**src/rtl/dcmd_pkg.sv**
```systemverilog
package dcmd_pkg;
   typedef enum logic [2:0] {
      PS_HUNT,
      PS_OPC,
      PS_RADDR,
      PS_RVAL,
      PS_COPY
   } pstate_t;

   localparam logic [7:0] SYNC_BYTE   = 8'hAF;
   localparam logic [7:0] OP_REGWR    = 8'h20;
   localparam logic [7:0] OP_COPY     = 8'h6A;
   localparam logic [7:0] CTRL_ADDR   = 8'hFF;
   localparam logic [7:0] CTRL_LOCK   = 8'h00;
   localparam logic [7:0] CTRL_UNLOCK = 8'hFF;
endpackage

```
**src/rtl/dcmd_parser.sv**
```systemverilog
module dcmd_parser
   import dcmd_pkg::*;
#(
   parameter int COPY_LEN = 7,
   localparam int IDX_W   = $clog2(COPY_LEN)
) (
   input  logic             clk,
   input  logic             rst_n,
   input  logic             byte_en,
   input  logic [7:0]       byte_in,
   output logic             wr_en,
   output logic [7:0]       wr_addr,
   output logic [7:0]       wr_data,
   output logic             lock_p,
   output logic             unlock_p,
   output logic             pay_en,
   output logic [IDX_W-1:0] pay_idx,
   output logic             err_flag
);
   localparam logic [IDX_W-1:0] LAST_IDX = IDX_W'(COPY_LEN - 1);

   if (COPY_LEN < 3) begin : g_len_chk
      $error("dcmd_parser: COPY_LEN must be at least 3");
   end

   pstate_t          st_q;
   logic [IDX_W-1:0] cnt_q;
   logic [7:0]       raddr_q;
   logic             err_q;

   always_ff @(posedge clk) begin
      if (!rst_n) begin
         st_q    <= PS_HUNT;
         cnt_q   <= '0;
         raddr_q <= '0;
         err_q   <= 1'b0;
      end else if (byte_en) begin
         case (st_q)
            PS_HUNT: begin
               if (byte_in == SYNC_BYTE) st_q <= PS_OPC;
            end
            PS_OPC: begin
               case (byte_in)
                  OP_REGWR:  st_q <= PS_RADDR;
                  OP_COPY: begin
                     st_q  <= PS_COPY;
                     cnt_q <= '0;
                  end
                  SYNC_BYTE: st_q <= PS_OPC;
                  default: begin
                     st_q  <= PS_HUNT;
                     err_q <= 1'b1;
                  end
               endcase
            end
            PS_RADDR: begin
               raddr_q <= byte_in;
               st_q    <= PS_RVAL;
            end
            PS_RVAL: st_q <= PS_HUNT;
            PS_COPY: begin
               if (cnt_q == LAST_IDX) st_q <= PS_HUNT;
               else                   cnt_q <= cnt_q + 1'b1;
            end
            default: st_q <= PS_HUNT;
         endcase
      end
   end

   logic val_byte;
   assign val_byte = byte_en && (st_q == PS_RVAL);

   assign wr_en    = val_byte && (raddr_q != CTRL_ADDR);
   assign wr_addr  = raddr_q;
   assign wr_data  = byte_in;
   assign lock_p   = val_byte && (raddr_q == CTRL_ADDR) && (byte_in == CTRL_LOCK);
   assign unlock_p = val_byte && (raddr_q == CTRL_ADDR) && (byte_in == CTRL_UNLOCK);
   assign pay_en   = byte_en && (st_q == PS_COPY);
   assign pay_idx  = cnt_q;
   assign err_flag = err_q;
endmodule

```
**src/rtl/dcmd_regfile.sv**
```systemverilog
module dcmd_regfile
   import dcmd_pkg::*;
#(
   parameter int         BASE_BYTES  = 3,
   parameter int         N_TWORDS    = 14,
   parameter logic [7:0] DEPTH_ADDR  = 8'h00,
   parameter logic [7:0] BASE_A_ADDR = 8'h20,
   parameter logic [7:0] BASE_B_ADDR = 8'h26,
   parameter logic [7:0] TW_BASE     = 8'h01,
   parameter logic [7:0] REV_ADDR    = 8'h1B,
   parameter logic [7:0] BLANK_ADDR  = 8'h1F,
   localparam int        BASE_W      = 8 * BASE_BYTES,
   localparam int        N_SLOTS     = 2 + 2 * BASE_BYTES + 2 * N_TWORDS
) (
   input  logic                         clk,
   input  logic                         rst_n,
   input  logic                         wr_en,
   input  logic [7:0]                   wr_addr,
   input  logic [7:0]                   wr_data,
   input  logic                         lock_p,
   input  logic                         unlock_p,
   output logic                         locked,
   output logic [7:0]                   depth_sel,
   output logic [BASE_W-1:0]            fb_base_a,
   output logic [BASE_W-1:0]            fb_base_b,
   output logic [N_TWORDS-1:0][15:0]    tword,
   output logic [7:0]                   blank_mode
);
   function automatic logic [7:0] slot_addr(input int i);
      if (i == 0)                                  return DEPTH_ADDR;
      else if (i <= BASE_BYTES)                    return BASE_A_ADDR + 8'(i - 1);
      else if (i <= 2 * BASE_BYTES)                return BASE_B_ADDR + 8'(i - 1 - BASE_BYTES);
      else if (i <= 2 * BASE_BYTES + 2 * N_TWORDS) return TW_BASE + 8'(i - 1 - 2 * BASE_BYTES);
      else                                         return BLANK_ADDR;
   endfunction

   if (BASE_BYTES < 1 || BASE_BYTES > 4) begin : g_bb_chk
      $error("dcmd_regfile: BASE_BYTES out of range");
   end
   if (N_TWORDS < 1 || N_TWORDS > 64) begin : g_tw_chk
      $error("dcmd_regfile: N_TWORDS out of range");
   end

   logic locked_q;
   always_ff @(posedge clk) begin
      if (!rst_n)        locked_q <= 1'b0;
      else if (unlock_p) locked_q <= 1'b0;
      else if (lock_p)   locked_q <= 1'b1;
   end
   assign locked = locked_q;

   logic [N_SLOTS-1:0][7:0] act_all;

   for (genvar g = 0; g < N_SLOTS; g++) begin : g_slot
      localparam logic [7:0] SA = slot_addr(g);
      if (SA == CTRL_ADDR) begin : g_addr_chk
         $error("dcmd_regfile: register slot collides with control address");
      end
      logic       hit;
      logic [7:0] shd_q;
      logic [7:0] act_q;
      assign hit = wr_en && (wr_addr == SA);
      always_ff @(posedge clk) begin
         if (!rst_n) begin
            shd_q <= '0;
            act_q <= '0;
         end else begin
            if (hit) shd_q <= wr_data;
            if (unlock_p)             act_q <= shd_q;
            else if (hit && !locked_q) act_q <= wr_data;
         end
      end
      assign act_all[g] = act_q;
   end

   assign depth_sel  = act_all[0];
   assign blank_mode = act_all[N_SLOTS-1];

   for (genvar j = 0; j < BASE_BYTES; j++) begin : g_base
      assign fb_base_a[8*(BASE_BYTES-1-j) +: 8] = act_all[1 + j];
      assign fb_base_b[8*(BASE_BYTES-1-j) +: 8] = act_all[1 + BASE_BYTES + j];
   end

   for (genvar k = 0; k < N_TWORDS; k++) begin : g_tw
      localparam int         S0 = 2 * BASE_BYTES + 1 + 2 * k;
      localparam logic [7:0] LO = TW_BASE + 8'(2 * k);
      if (LO == REV_ADDR) begin : g_rev
         assign tword[k] = {act_all[S0+1], act_all[S0]};
      end else begin : g_fwd
         assign tword[k] = {act_all[S0], act_all[S0+1]};
      end
   end
endmodule

```
**src/rtl/dcmd_copy_collect.sv**
```systemverilog
module dcmd_copy_collect #(
   parameter int  CP_ADDR_BYTES = 3,
   localparam int COPY_LEN      = 2 * CP_ADDR_BYTES + 1,
   localparam int IDX_W         = $clog2(COPY_LEN),
   localparam int CP_W          = 8 * CP_ADDR_BYTES
) (
   input  logic             clk,
   input  logic             rst_n,
   input  logic             pay_en,
   input  logic [IDX_W-1:0] pay_idx,
   input  logic [7:0]       pay_byte,
   output logic             copy_pulse,
   output logic [CP_W-1:0]  copy_src,
   output logic [7:0]       copy_cnt,
   output logic [CP_W-1:0]  copy_dst
);
   localparam logic [IDX_W-1:0] CNT_IDX  = IDX_W'(CP_ADDR_BYTES);
   localparam logic [IDX_W-1:0] LAST_IDX = IDX_W'(COPY_LEN - 1);

   if (CP_ADDR_BYTES < 1 || CP_ADDR_BYTES > 4) begin : g_cp_chk
      $error("dcmd_copy_collect: CP_ADDR_BYTES out of range");
   end

   for (genvar j = 0; j < CP_ADDR_BYTES; j++) begin : g_addr
      localparam logic [IDX_W-1:0] SI = IDX_W'(j);
      localparam logic [IDX_W-1:0] DI = IDX_W'(CP_ADDR_BYTES + 1 + j);
      always_ff @(posedge clk) begin
         if (!rst_n) begin
            copy_src[8*(CP_ADDR_BYTES-1-j) +: 8] <= '0;
            copy_dst[8*(CP_ADDR_BYTES-1-j) +: 8] <= '0;
         end else if (pay_en) begin
            if (pay_idx == SI) copy_src[8*(CP_ADDR_BYTES-1-j) +: 8] <= pay_byte;
            if (pay_idx == DI) copy_dst[8*(CP_ADDR_BYTES-1-j) +: 8] <= pay_byte;
         end
      end
   end

   always_ff @(posedge clk) begin
      if (!rst_n) begin
         copy_cnt   <= '0;
         copy_pulse <= 1'b0;
      end else begin
         if (pay_en && pay_idx == CNT_IDX) copy_cnt <= pay_byte;
         copy_pulse <= pay_en && (pay_idx == LAST_IDX);
      end
   end
endmodule

```
**src/rtl/dcmd_decoder.sv**
```systemverilog
module dcmd_decoder
   import dcmd_pkg::*;
#(
   parameter int         BASE_BYTES    = 3,
   parameter int         CP_ADDR_BYTES = 3,
   parameter int         N_TWORDS      = 14,
   parameter logic [7:0] DEPTH_ADDR    = 8'h00,
   parameter logic [7:0] BASE_A_ADDR   = 8'h20,
   parameter logic [7:0] BASE_B_ADDR   = 8'h26,
   parameter logic [7:0] TW_BASE       = 8'h01,
   parameter logic [7:0] REV_ADDR      = 8'h1B,
   parameter logic [7:0] BLANK_ADDR    = 8'h1F,
   localparam int        BASE_W        = 8 * BASE_BYTES,
   localparam int        CP_W          = 8 * CP_ADDR_BYTES
) (
   input  logic                      clk,
   input  logic                      rst_n,
   input  logic                      in_valid,
   input  logic [7:0]                in_data,
   output logic                      in_ready,
   output logic [7:0]                depth_sel,
   output logic [BASE_W-1:0]         fb_base_a,
   output logic [BASE_W-1:0]         fb_base_b,
   output logic [N_TWORDS-1:0][15:0] tword,
   output logic [7:0]                blank_mode,
   output logic                      copy_pulse,
   output logic [CP_W-1:0]           copy_src,
   output logic [7:0]                copy_cnt,
   output logic [CP_W-1:0]           copy_dst,
   output logic                      err_flag
);
   localparam int COPY_LEN = 2 * CP_ADDR_BYTES + 1;
   localparam int IDX_W    = $clog2(COPY_LEN);

   logic             byte_en;
   logic             wr_en;
   logic [7:0]       wr_addr;
   logic [7:0]       wr_data;
   logic             lock_p;
   logic             unlock_p;
   logic             pay_en;
   logic [IDX_W-1:0] pay_idx;
   logic             vid_locked;

   assign in_ready = 1'b1;
   assign byte_en  = in_valid;

   dcmd_parser #(.COPY_LEN(COPY_LEN)) u_parser (
      .clk      (clk),
      .rst_n    (rst_n),
      .byte_en  (byte_en),
      .byte_in  (in_data),
      .wr_en    (wr_en),
      .wr_addr  (wr_addr),
      .wr_data  (wr_data),
      .lock_p   (lock_p),
      .unlock_p (unlock_p),
      .pay_en   (pay_en),
      .pay_idx  (pay_idx),
      .err_flag (err_flag)
   );

   dcmd_regfile #(
      .BASE_BYTES  (BASE_BYTES),
      .N_TWORDS    (N_TWORDS),
      .DEPTH_ADDR  (DEPTH_ADDR),
      .BASE_A_ADDR (BASE_A_ADDR),
      .BASE_B_ADDR (BASE_B_ADDR),
      .TW_BASE     (TW_BASE),
      .REV_ADDR    (REV_ADDR),
      .BLANK_ADDR  (BLANK_ADDR)
   ) u_regs (
      .clk        (clk),
      .rst_n      (rst_n),
      .wr_en      (wr_en),
      .wr_addr    (wr_addr),
      .wr_data    (wr_data),
      .lock_p     (lock_p),
      .unlock_p   (unlock_p),
      .locked     (vid_locked),
      .depth_sel  (depth_sel),
      .fb_base_a  (fb_base_a),
      .fb_base_b  (fb_base_b),
      .tword      (tword),
      .blank_mode (blank_mode)
   );

   dcmd_copy_collect #(.CP_ADDR_BYTES(CP_ADDR_BYTES)) u_copy (
      .clk        (clk),
      .rst_n      (rst_n),
      .pay_en     (pay_en),
      .pay_idx    (pay_idx),
      .pay_byte   (in_data),
      .copy_pulse (copy_pulse),
      .copy_src   (copy_src),
      .copy_cnt   (copy_cnt),
      .copy_dst   (copy_dst)
   );
endmodule

```
**config.mk**
```make
export PLATFORM = sky130hd
export DESIGN_NAME = dcmd_decoder
export DESIGN_NICKNAME = d
export VERILOG_FILES = /design/src/rtl/dcmd_pkg.sv /design/src/rtl/dcmd_parser.sv /design/src/rtl/dcmd_regfile.sv /design/src/rtl/dcmd_copy_collect.sv /design/src/rtl/dcmd_decoder.sv
export SDC_FILE = /design/constraint.sdc
export NUM_CORES = 1
export LEC_CHECK = 0
export ABC_AREA = 0
export BUFFER_PORTS_ARGS = -buffer_cell sky130_fd_sc_hd__buf_4
export CELL_PAD_IN_SITES_DETAIL_PLACEMENT = 1
export CELL_PAD_IN_SITES_GLOBAL_PLACEMENT = 1
export CORE_UTILIZATION = 44
export DETAILED_ROUTE_END_ITERATION = 12
export GPL_ROUTABILITY_DRIVEN = 0
export PLACE_DENSITY_LB_ADDON = 0.12
export SLEW_MARGIN = 15
export SYNTH_ARGS = -nofsm -noshare
export SYNTH_HDL_FRONTEND = slang
export SYNTH_SLANG_ARGS = --single-unit
```
**constraint.sdc**
```tcl
create_clock -name clk -period 2.3 [get_ports clk]
set_input_delay 0.46 -clock clk [delete_from_list [all_inputs] [get_ports clk]]
set_output_delay 0.46 -clock clk [all_outputs]
set_load 0.02 [all_outputs]
```
==> reports/results.env, run 1 <==
OUTCOME='finished clean'
YOSYS.AREA_SHARE.ADDER_PCT=0.2311
YOSYS.AREA_SHARE.XOR_XNOR_PCT=0
MIN_PATH_CELLS=3
SYNTH_TOP_FAMILY_BY_AREA='compound AO/OA/AOI/OAI gates'
CTS_TREE='done'
FLOW.AREA_GROWTH_FROM_SYNTHESIS_PCT=25.36
TIMING.SLEW.HEADROOM_PCT=40.63
YOSYS_MOST_USED_DFF='sky130_fd_sc_hd__dfxtp_1'
CAP_VIOL_MAX_COUNT=0
PATH_MAX_FANOUT=14
HOLD-WORST-SLACK_PS=194.9
OVERALL_DIE_AREA_SQ_UM=62520
FLOORPLAN.CORE_AREA_SQ_UM=60580
DIE-WIDTH_UM=250.0
CRITICAL_PATH.REG2REG.ENDPOINT='u_regs.g_slot[23].act_q[4]'
CLOCK_INSERTION_DELAY_WORST_SKEW_PS=620
GRT_FIRST_PASS_WIRELENGTH_UM=151100
DRC_ERRORS=0
PRECTSSETUPSLACK_PS=-254.1
INITIAL_CORE_UTIL_PCT=44.68
DRTPASS1ITERATIONS=5
SYNTH_COMPOUND_AREA_SHARE_PCT=18.53
SYNTH_AREA_LEADER_CELL='sky130_fd_sc_hd__dfxtp_1'
CTS_NUM_SINKS=649
FINAL.FILL_COUNT=6719
START_KIND='flop'
SYNTH.AREA.TOP_CELLS='sky130_fd_sc_hd__dfxtp_1 (48%), sky130_fd_sc_hd__mux2i_1 (15%), sky130_fd_sc_hd__o31ai_1 (8.0%), sky130_fd_sc_hd__a21oi_1 (7.6%), sky130_fd_sc_hd__nand2_1 (4.6%)'
WIRELENGTH_UM=98640
WORST_R2R_PATH_DEPTH=7
POSTSYNTHAREAPERCELL_SQ_UM=9.312
CRIT_TYPE='reg2reg'
HOLD_CRIT_CLASS='in2reg'
VIAS=24190
WORST_PIN_SLEW_PS=882.3
HOLD_BUFFERS=0
TRITONCTS_BUFFER_COUNT=72
SYNTH.NET_COUNT=2923
HOLD_VIOLATIONS=0
WIRELENGTH_MET1_UM=42140
PLACEMENTROWS=90
TIMING.HOLD.WORST.START='in_data[3]'
FINAL.SETUP.WORST_SLACK_PS=66.08
POWERDENSITY_nW_PER_UM2=703.1
TOP_LAYER_USED='met5'
CTSHTREEMAXLEVEL=3
POST_DRT_VIA_CELL_RATIO=5.954
SETUP.WORST_PATH.END_CLASS='flop'
DETAILROUTE.WIRELENGTH.MET2_UM=48200
YOSYS-MUX-AREA-FRACTION_PCT=14.64
GRT_PASS1_VIAS=25200
CLOCK_PERIOD_MINUS_WORST_SLACK_PS=2234
FINAL_NET_COUNT=3242
EDFF_COUNT_SYNTH=0
CLOCK_PATH_BUFFERS=3
CRITPATHREQUIREDTIME_PS=2770
YS_ASYNC_SR_FRACTION_PCT=0
LAYOUT.CORE_UTILIZATION_PCT=56.01
CLK_PIN_SLEW_WORST_PATHS_PS=60
DRT_ITER0_MARKERS=1494
YOSYS.AREA.TOP_TYPE_SHARE_PCT=47.99
GR-USAGE-ALL-LAYERS_PCT=30.66
SYNTHESIS.AREA_SQ_UM=27070
SYNTH-SEQ-CELLS=649
COUNT_OF_MAPPED_CELLS_OUT_OF_SYNTHESIS=2907
TIMING.FMAX_GHz=0.4476
GRT_MAX_DEGREE=152
CHIPHEIGHT_UM=250.0
FINISH.INSTANCE_AREA_SQ_UM=33940
COUNT_OF_BOUNDARY_I_O_PINS=358
PLACE_AREA_SQ_UM=31370
MIN_TO='u_parser.wr_addr[3]'
SYNTHSIMPLEGATEAREAFRAC_PCT=13.97
IR_DROP_V=0.0005356
SYNTHDISTINCTLIBCELLS=54
FINAL_CELL_COUNT_NO_FILL=4063
FINAL_LAYOUT_SIZE_SUFFIX_GT1_SHARE_PCT=21.92
WL_MET3_UM=5490
WORST_SKEW_PS=26.73
REGTOREGSTARTPOINT='u_parser.wr_addr[0]'
GLOBALROUTEOVERFLOWTOTAL=0
REPORT.FINAL.SETUP_VIOL=0
TOTALPOWERFINAL_mW=23.86
FIN_TNS_SETUP_PS=0
ROUTE.ANTENNA.REMAINING_NETS=0
CRIT_START='u_parser.wr_addr[0]'
FINAL_NUMBER_OF_MAX_TRANSITION_VIOLATIONS=0
INPUT_OUTPUT_BUFFERS=356
NUMBER_OF_WARNINGS_ISSUED_BY_YOSYS=0
SYNTH.YOSYS.SEQ_AREA_SHARE_PCT=47.99
NUMBER_OF_ANTENNA_VIOLATIONS_AT_THE_FIRST_CHECK_IN_GLOBAL_ROUTING=1
FINAL.PERIOD_UTILIZATION_PCT=97.13
REG2REG_SLACK_PS=70
POST-DP-HPWL_UM=61440
CP_DATA_ARRIVAL_TIME_PS=2710
DP_CELLS=3920
ROOT_BUFFER='sky130_fd_sc_hd__clkbuf_16'
ROUTEDWLPERCELL_UM=24.28
LEAKAGEPOWER_nW=13.67
[cells in the mapped netlist, types with 6 or more instances]
master and instances:
sky130_fd_sc_hd__inv_1 6, sky130_fd_sc_hd__buf_1 12, sky130_fd_sc_hd__nor2b_1 12, sky130_fd_sc_hd__nor4b_1 6
sky130_fd_sc_hd__o31ai_1 288, sky130_fd_sc_hd__mux2i_1 396, sky130_fd_sc_hd__nor2_1 214, sky130_fd_sc_hd__a31oi_1 26
sky130_fd_sc_hd__nand2b_1 9, sky130_fd_sc_hd__nand4_1 30, sky130_fd_sc_hd__nor4_2 9, sky130_fd_sc_hd__buf_2 44
sky130_fd_sc_hd__and3_1 7, sky130_fd_sc_hd__nand3_1 42, sky130_fd_sc_hd__dfxtp_1 649, sky130_fd_sc_hd__nor3_1 8
sky130_fd_sc_hd__a21oi_1 413, sky130_fd_sc_hd__nand2_1 332, sky130_fd_sc_hd__clkbuf_1 235, sky130_fd_sc_hd__a22oi_1 72
sky130_fd_sc_hd__nor4_4 23
[routing by layer]
layer	global-route usage (%)	up-vias
met1	38.53	12240
li1	-	11110
met2	52.46	665
met4	9.939	2
met3	6.081	181
met5	0	-
[cell type report]
class                   count  area, sq um  share of cell area (%)
diodes                      1        2.502                0.007374
inverters                   7        33.78                 0.09955
well taps                 782        978.4                   2.883
clock inverters            23        282.8                  0.8333
clock buffers             105         2131                   6.279
flip-flops and latches    649        13000                   38.30
repair buffers            544         4592                   13.53
multi-input cells        1952        12920                   38.06
[logic make-up after synthesis]
kind of cell | Yosys count
fa+ha+maj | 5
flops | 649
compound gates | 809
other cells | 1
buf+inv | 306
simple gates | 741
mux | 396
[power breakdown]
part / leakage (nW) / switching [mW] / internal (mW) / total (mW)
clock: 1.19 / 4.72 / 7.10 / 11.8
combinational: 7.25 / 0.605 / 0.194 / 0.799
sequential: 5.23 / 0.0000773 / 11.2 / 11.2
[worst max-delay path by stage]
stage | endpoint | slack [ps] | cells after the start
after global placement | u_parser.pay_idx[2] | -250 | 6
after detailed placement | u_parser.pay_idx[1] | -250 | 6
after floorplan | u_regs.g_slot[30].act_q[5] | 180 | 7
after global routing | u_regs.g_slot[5].act_q[2] | -3 | 7
after CTS | u_regs.g_slot[4].shd_q[1] | 10 | 7
final | u_regs.g_slot[23].act_q[4] | 70 | 7
[what timing repair did]
item | CTS | global route
buffers inserted | 2 | 11
resized for setup | 1 | 12
pin swaps | 3 | 8
endpoints found under the setup margin | 5 | 148
gates cloned | 0 | 1
[placed cells by master, fill, tap and decap left out, types with 4 or more instances in the layout]
cell	n
sky130_fd_sc_hd__a21oi_1	412
sky130_fd_sc_hd__a22oi_1	72
sky130_fd_sc_hd__a31oi_1	26
sky130_fd_sc_hd__and2_1	5
sky130_fd_sc_hd__and3_1	7
sky130_fd_sc_hd__buf_12	38
sky130_fd_sc_hd__buf_4	502
sky130_fd_sc_hd__bufinv_16	6
sky130_fd_sc_hd__clkbuf_1	17
sky130_fd_sc_hd__clkbuf_16	77
sky130_fd_sc_hd__clkbuf_8	12
sky130_fd_sc_hd__clkinv_2	14
sky130_fd_sc_hd__dfxtp_1	644
sky130_fd_sc_hd__dfxtp_2	5
sky130_fd_sc_hd__ha_1	5
sky130_fd_sc_hd__inv_1	6
sky130_fd_sc_hd__mux2i_1	396
sky130_fd_sc_hd__nand2_1	332
sky130_fd_sc_hd__nand2b_1	9
sky130_fd_sc_hd__nand3_1	42
sky130_fd_sc_hd__nand4_1	30
sky130_fd_sc_hd__nor2_1	214
sky130_fd_sc_hd__nor2b_1	11
sky130_fd_sc_hd__nor3_1	7
sky130_fd_sc_hd__nor4_2	9
sky130_fd_sc_hd__nor4_4	24
sky130_fd_sc_hd__nor4b_2	4
sky130_fd_sc_hd__o31ai_1	288
[critical path, cell delays in order (launching register included)]
cell,delay (ps)
sky130_fd_sc_hd__dfxtp_1,430
sky130_fd_sc_hd__buf_4,250
sky130_fd_sc_hd__buf_4,170
sky130_fd_sc_hd__nor2b_1,180
sky130_fd_sc_hd__buf_4,180
sky130_fd_sc_hd__nand4_1,420
sky130_fd_sc_hd__a22oi_1,350
sky130_fd_sc_hd__a21oi_1,120
[sequential cells by signal, indices dropped and copies added (netlist names)]
register / flops
u_copy.copy_pulse: 1
u_copy.copy_cnt: 8
u_regs.g_slot.act_q: 272
u_parser.pay_idx: 3
u_regs.depth_sel: 8
u_copy.copy_dst: 24
u_regs.locked: 1
u_copy.copy_src: 24
u_parser.err_flag: 1
u_parser.wr_addr: 8
u_regs.g_slot.shd_q: 288
u_parser.st_q: 3
u_regs.blank_mode: 8
Note: power is estimated with default switching activity, not from simulation.
==> run 2, diff against run 1 <==
--- a/config.mk
+++ b/config.mk
@@ -9,10 +9,12 @@
 export BUFFER_PORTS_ARGS = -buffer_cell sky130_fd_sc_hd__buf_4
 export CELL_PAD_IN_SITES_DETAIL_PLACEMENT = 1
 export CELL_PAD_IN_SITES_GLOBAL_PLACEMENT = 1
-export CORE_UTILIZATION = 44
+export CORE_UTILIZATION = 46
+export CTS_BUF_LIST = sky130_fd_sc_hd__clkbuf_2 sky130_fd_sc_hd__clkbuf_4 sky130_fd_sc_hd__clkbuf_8
 export DETAILED_ROUTE_END_ITERATION = 12
 export GPL_ROUTABILITY_DRIVEN = 0
 export PLACE_DENSITY_LB_ADDON = 0.12
+export RECOVER_POWER = 100
 export SLEW_MARGIN = 15
 export SYNTH_ARGS = -nofsm -noshare
 export SYNTH_HDL_FRONTEND = slang
==> reports/results.env, run 2 (same netlist as run 1, synthesis figures left out) <==
FIN_TNS_SETUP_PS=0  # unchanged
CLKPWRFRAC_PCT=47.9  # -1.6 points
FINAL.PERIOD_UTILIZATION_PCT=99.83  # +2.7 points
OVERALL_DIE_AREA_SQ_UM=59820  # -4.3%
LARGEST_REGISTERS='u_regs.g_slot.shd_q: 288 flops, u_regs.g_slot.act_q: 272 flops'
POWER.SEQUENTIAL.FRACTION_PCT=48.6  # +1.5 points
WORST_PIN_SLEW_PS=1186  # +303.9 ps
CHIPHEIGHT_UM=244.6  # -2.2%
COUNT_OF_BOUNDARY_I_O_PINS=358  # unchanged
DRTPASS1ITERATIONS=5  # unchanged
CLK_PIN_SLEW_WORST_PATHS_PS=60  # about the same
POWERDENSITY_nW_PER_UM2=717.1  # +2.0%
CPLARGESTDELAYFAMILY='simple AND/OR/NAND/NOR gates'
CRIT_SLOWEST_CELL='sky130_fd_sc_hd__nand4_1'
GLOBALROUTEOVERFLOWTOTAL=0  # unchanged
LEAKAGEPOWER_nW=12.09  # -12%
GR-USAGE-ALL-LAYERS_PCT=31.88  # +1.2 points
CTS_NUM_SINKS=649  # unchanged
HOLD_CRIT_CLASS='in2reg'
CTS_TREE='done'
GRT_FIRST_PASS_WIRELENGTH_UM=149600  # -0.95%
NUMBER_OF_ANTENNA_VIOLATIONS_AT_THE_FIRST_CHECK_IN_GLOBAL_ROUTING=1  # unchanged
CLOCK_INSERTION_DELAY_WORST_SKEW_PS=740  # +120 ps
WORST_SKEW_PS=37.10  # +10.37 ps
CRITPATHREQUIREDTIME_PS=2890  # +120 ps
GRT_PASS1_VIAS=25230  # +0.083%
FINAL_NUMBER_OF_MAX_TRANSITION_VIOLATIONS=0  # unchanged
CAP_VIOL_MAX_COUNT=0  # unchanged
ROUTEDWLPERCELL_UM=23.95  # -1.3%
CRITPATHBUFINV=2  # -1
MOSTFREQUENTLAYOUTCELL='sky130_fd_sc_hd__dfxtp_1'
REPORT.FINAL.SETUP_VIOL=0  # unchanged
FLOW.AREA_GROWTH_FROM_SYNTHESIS_PCT=19.09
DRC_ERRORS=0  # unchanged
TIMING.FMAX_GHz=0.4355  # -2.7%
ROOT_BUFFER='sky130_fd_sc_hd__clkbuf_8'
FINAL.SETUP.WORST_SLACK_PS=3.874  # -62.21 ps
FINAL_CELL_COUNT_NO_FILL=4092  # +0.71%
IR_DROP_V=0.0004129  # -23%
HOLD_VIOLATIONS=0  # unchanged
TRITONCTS_BUFFER_COUNT=108  # +50%
POST-DP-HPWL_UM=61110  # -0.54%
GRT_SETUP_UNREPAIRED='false'
CTSHTREEMAXLEVEL=3  # unchanged
ROUTE.ANTENNA.REMAINING_NETS=0  # unchanged
P_SW_SHARE_PCT=23.08  # +0.77 points
DRT_ITER0_MARKERS=1495  # +0.067%
SHARE_COMB_OF_TOTAL_POWER_PCT=3.5  # +0.2 points
INPUT_OUTPUT_BUFFERS=356  # unchanged
CLOCK_PERIOD_MINUS_WORST_SLACK_PS=2296  # +62.21 ps
TOTALPOWERFINAL_mW=23.12  # -3.1%
FLOORPLAN.CORE_AREA_SQ_UM=57920  # -4.4%
LARGEST_REG_FLOPS=288  # unchanged
INITIAL_CORE_UTIL_PCT=46.74  # +2.1 points
FINAL_NET_COUNT=3261  # +0.59%
START_KIND='flop'
MAX_STAGE_DELAY_PS=530  # +100 ps
DIE-WIDTH_UM=244.6  # -2.2%
SETUP.WORST_PATH.END_CLASS='flop'
GRT_MAX_DEGREE=158  # +3.9%
POWER.INTERNAL_mW=17.78  # -4.1%
OUTCOME='finished clean'
POWER_SWITCHING_mW=5.336  # +0.23%
VIAS=24340  # +0.62%
PATH_MAX_FANOUT=18  # +4
TIMING.SLEW.HEADROOM_PCT=20.75  # -20 points
PLACEMENTROWS=88  # -2.2%
CP_DATA_ARRIVAL_TIME_PS=2890  # +180 ps
CRIT_TYPE='reg2reg'
REGISTERS.TOP_BY_FF_COUNT='u_regs.g_slot.shd_q'
WORSTPATHCELLLIST='buf_4 > nor4_4 > clkbuf_2 > nand4_1 > nand2_1 > a21oi_1'
MOST-COMMON-LAYOUT-CELLS='sky130_fd_sc_hd__dfxtp_1 (646), sky130_fd_sc_hd__a21oi_1 (412), sky130_fd_sc_hd__mux2i_1 (396), sky130_fd_sc_hd__clkbuf_1 (356), sky130_fd_sc_hd__nand2_1 (332)'
CLOCK_PATH_BUFFERS=3  # unchanged
PRECTSSETUPSLACK_PS=11.52  # +265.6 ps
WIRELENGTH_UM=98010  # -0.64%
FINAL_LAYOUT_SIZE_SUFFIX_GT1_SHARE_PCT=12.66  # -9.3 points
DP_CELLS=3897  # -0.59%
POST_DRT_VIA_CELL_RATIO=5.948  # about the same
[run 2: changes by cell type in the layout (fill, tap and decap cells not counted), sizes merged]
| cell | previous run | this run |
|---|---|---|
| inv | 8 | 9 |
| buf | 543 | 147 |
| bufinv | 6 | 1 |
| clkinv | 15 | 2 |
| clkbuf | 106 | 565 |
[run 2: layer usage]
layer,track usage (%),vias to the layer above,wire length [um]
met5,0,-,0
met4,11.25,0,2808
met3,6.354,173,5798
met2,54.41,692,47860
met1,39.72,12330,41540
li1,-,11150,-
[run 2: through the flow]
step                      hold WS, ps  util (%)  instance area (sq um)
final                           176.7     55.66                  32240
after floorplan                 431.8         -                  27070
after CTS                       124.2     58.14                  33670
after global routing            176.4     55.66                  32240
after detailed placement        445.1     54.05                  31310
after global placement          437.6     54.05                  31310
[run 2: power groups by stage]
stage | Clock, mW | Combinational (mW) | Sequential [mW]
after floorplan | 0 | 0.457 | 11.5
after global placement | 0 | 0.773 | 11.5
after detailed placement | 0 | 0.788 | 11.5
after CTS | 11.2 | 0.792 | 11.2
after global routing | 11.8 | 0.839 | 11.2
final | 11.1 | 0.803 | 11.2
[run 2: path summary, 6_finish.rpt]
path | from | end | slack (ps) | cells after the start
max | u_parser.wr_addr[7] | u_regs.g_slot[18].shd_q[5] | 4 | 6
min | rst_n | u_regs.g_slot[33].act_q[2] | 180 | 3
max reg2reg | u_parser.wr_addr[7] | u_regs.g_slot[18].shd_q[5] | 4 | 6
min reg2reg | u_regs.g_slot[21].shd_q[6] | u_regs.g_slot[21].shd_q[6] | 450 | 2
[run 2: repair_timing]
action	4_1_cts	5_1_grt
buffers inserted	0	2
hold buffers	0	0
gates resized for setup	0	11
endpoints found under the hold margin	0	0
setup endpoints to repair	0	202
[run 2: final cells by class]
class                           count  area (sq um)
Multi-Input combinational cell   1952         12860
Clock buffer                      185          2302
Tap cell                          765         957.2
Sequential cell                   649         13000
Antenna cell                        1         2.502
Inverter                            7         33.78
Fill cell                        6689         25680
Timing Repair Buffer              527          3020
Clock inverter                      6         67.56
[run 2: worst min-delay path: cells and delay by family]
kind	cells	cell delay (ps)
buf+inv	1	220
compound gates	2	160
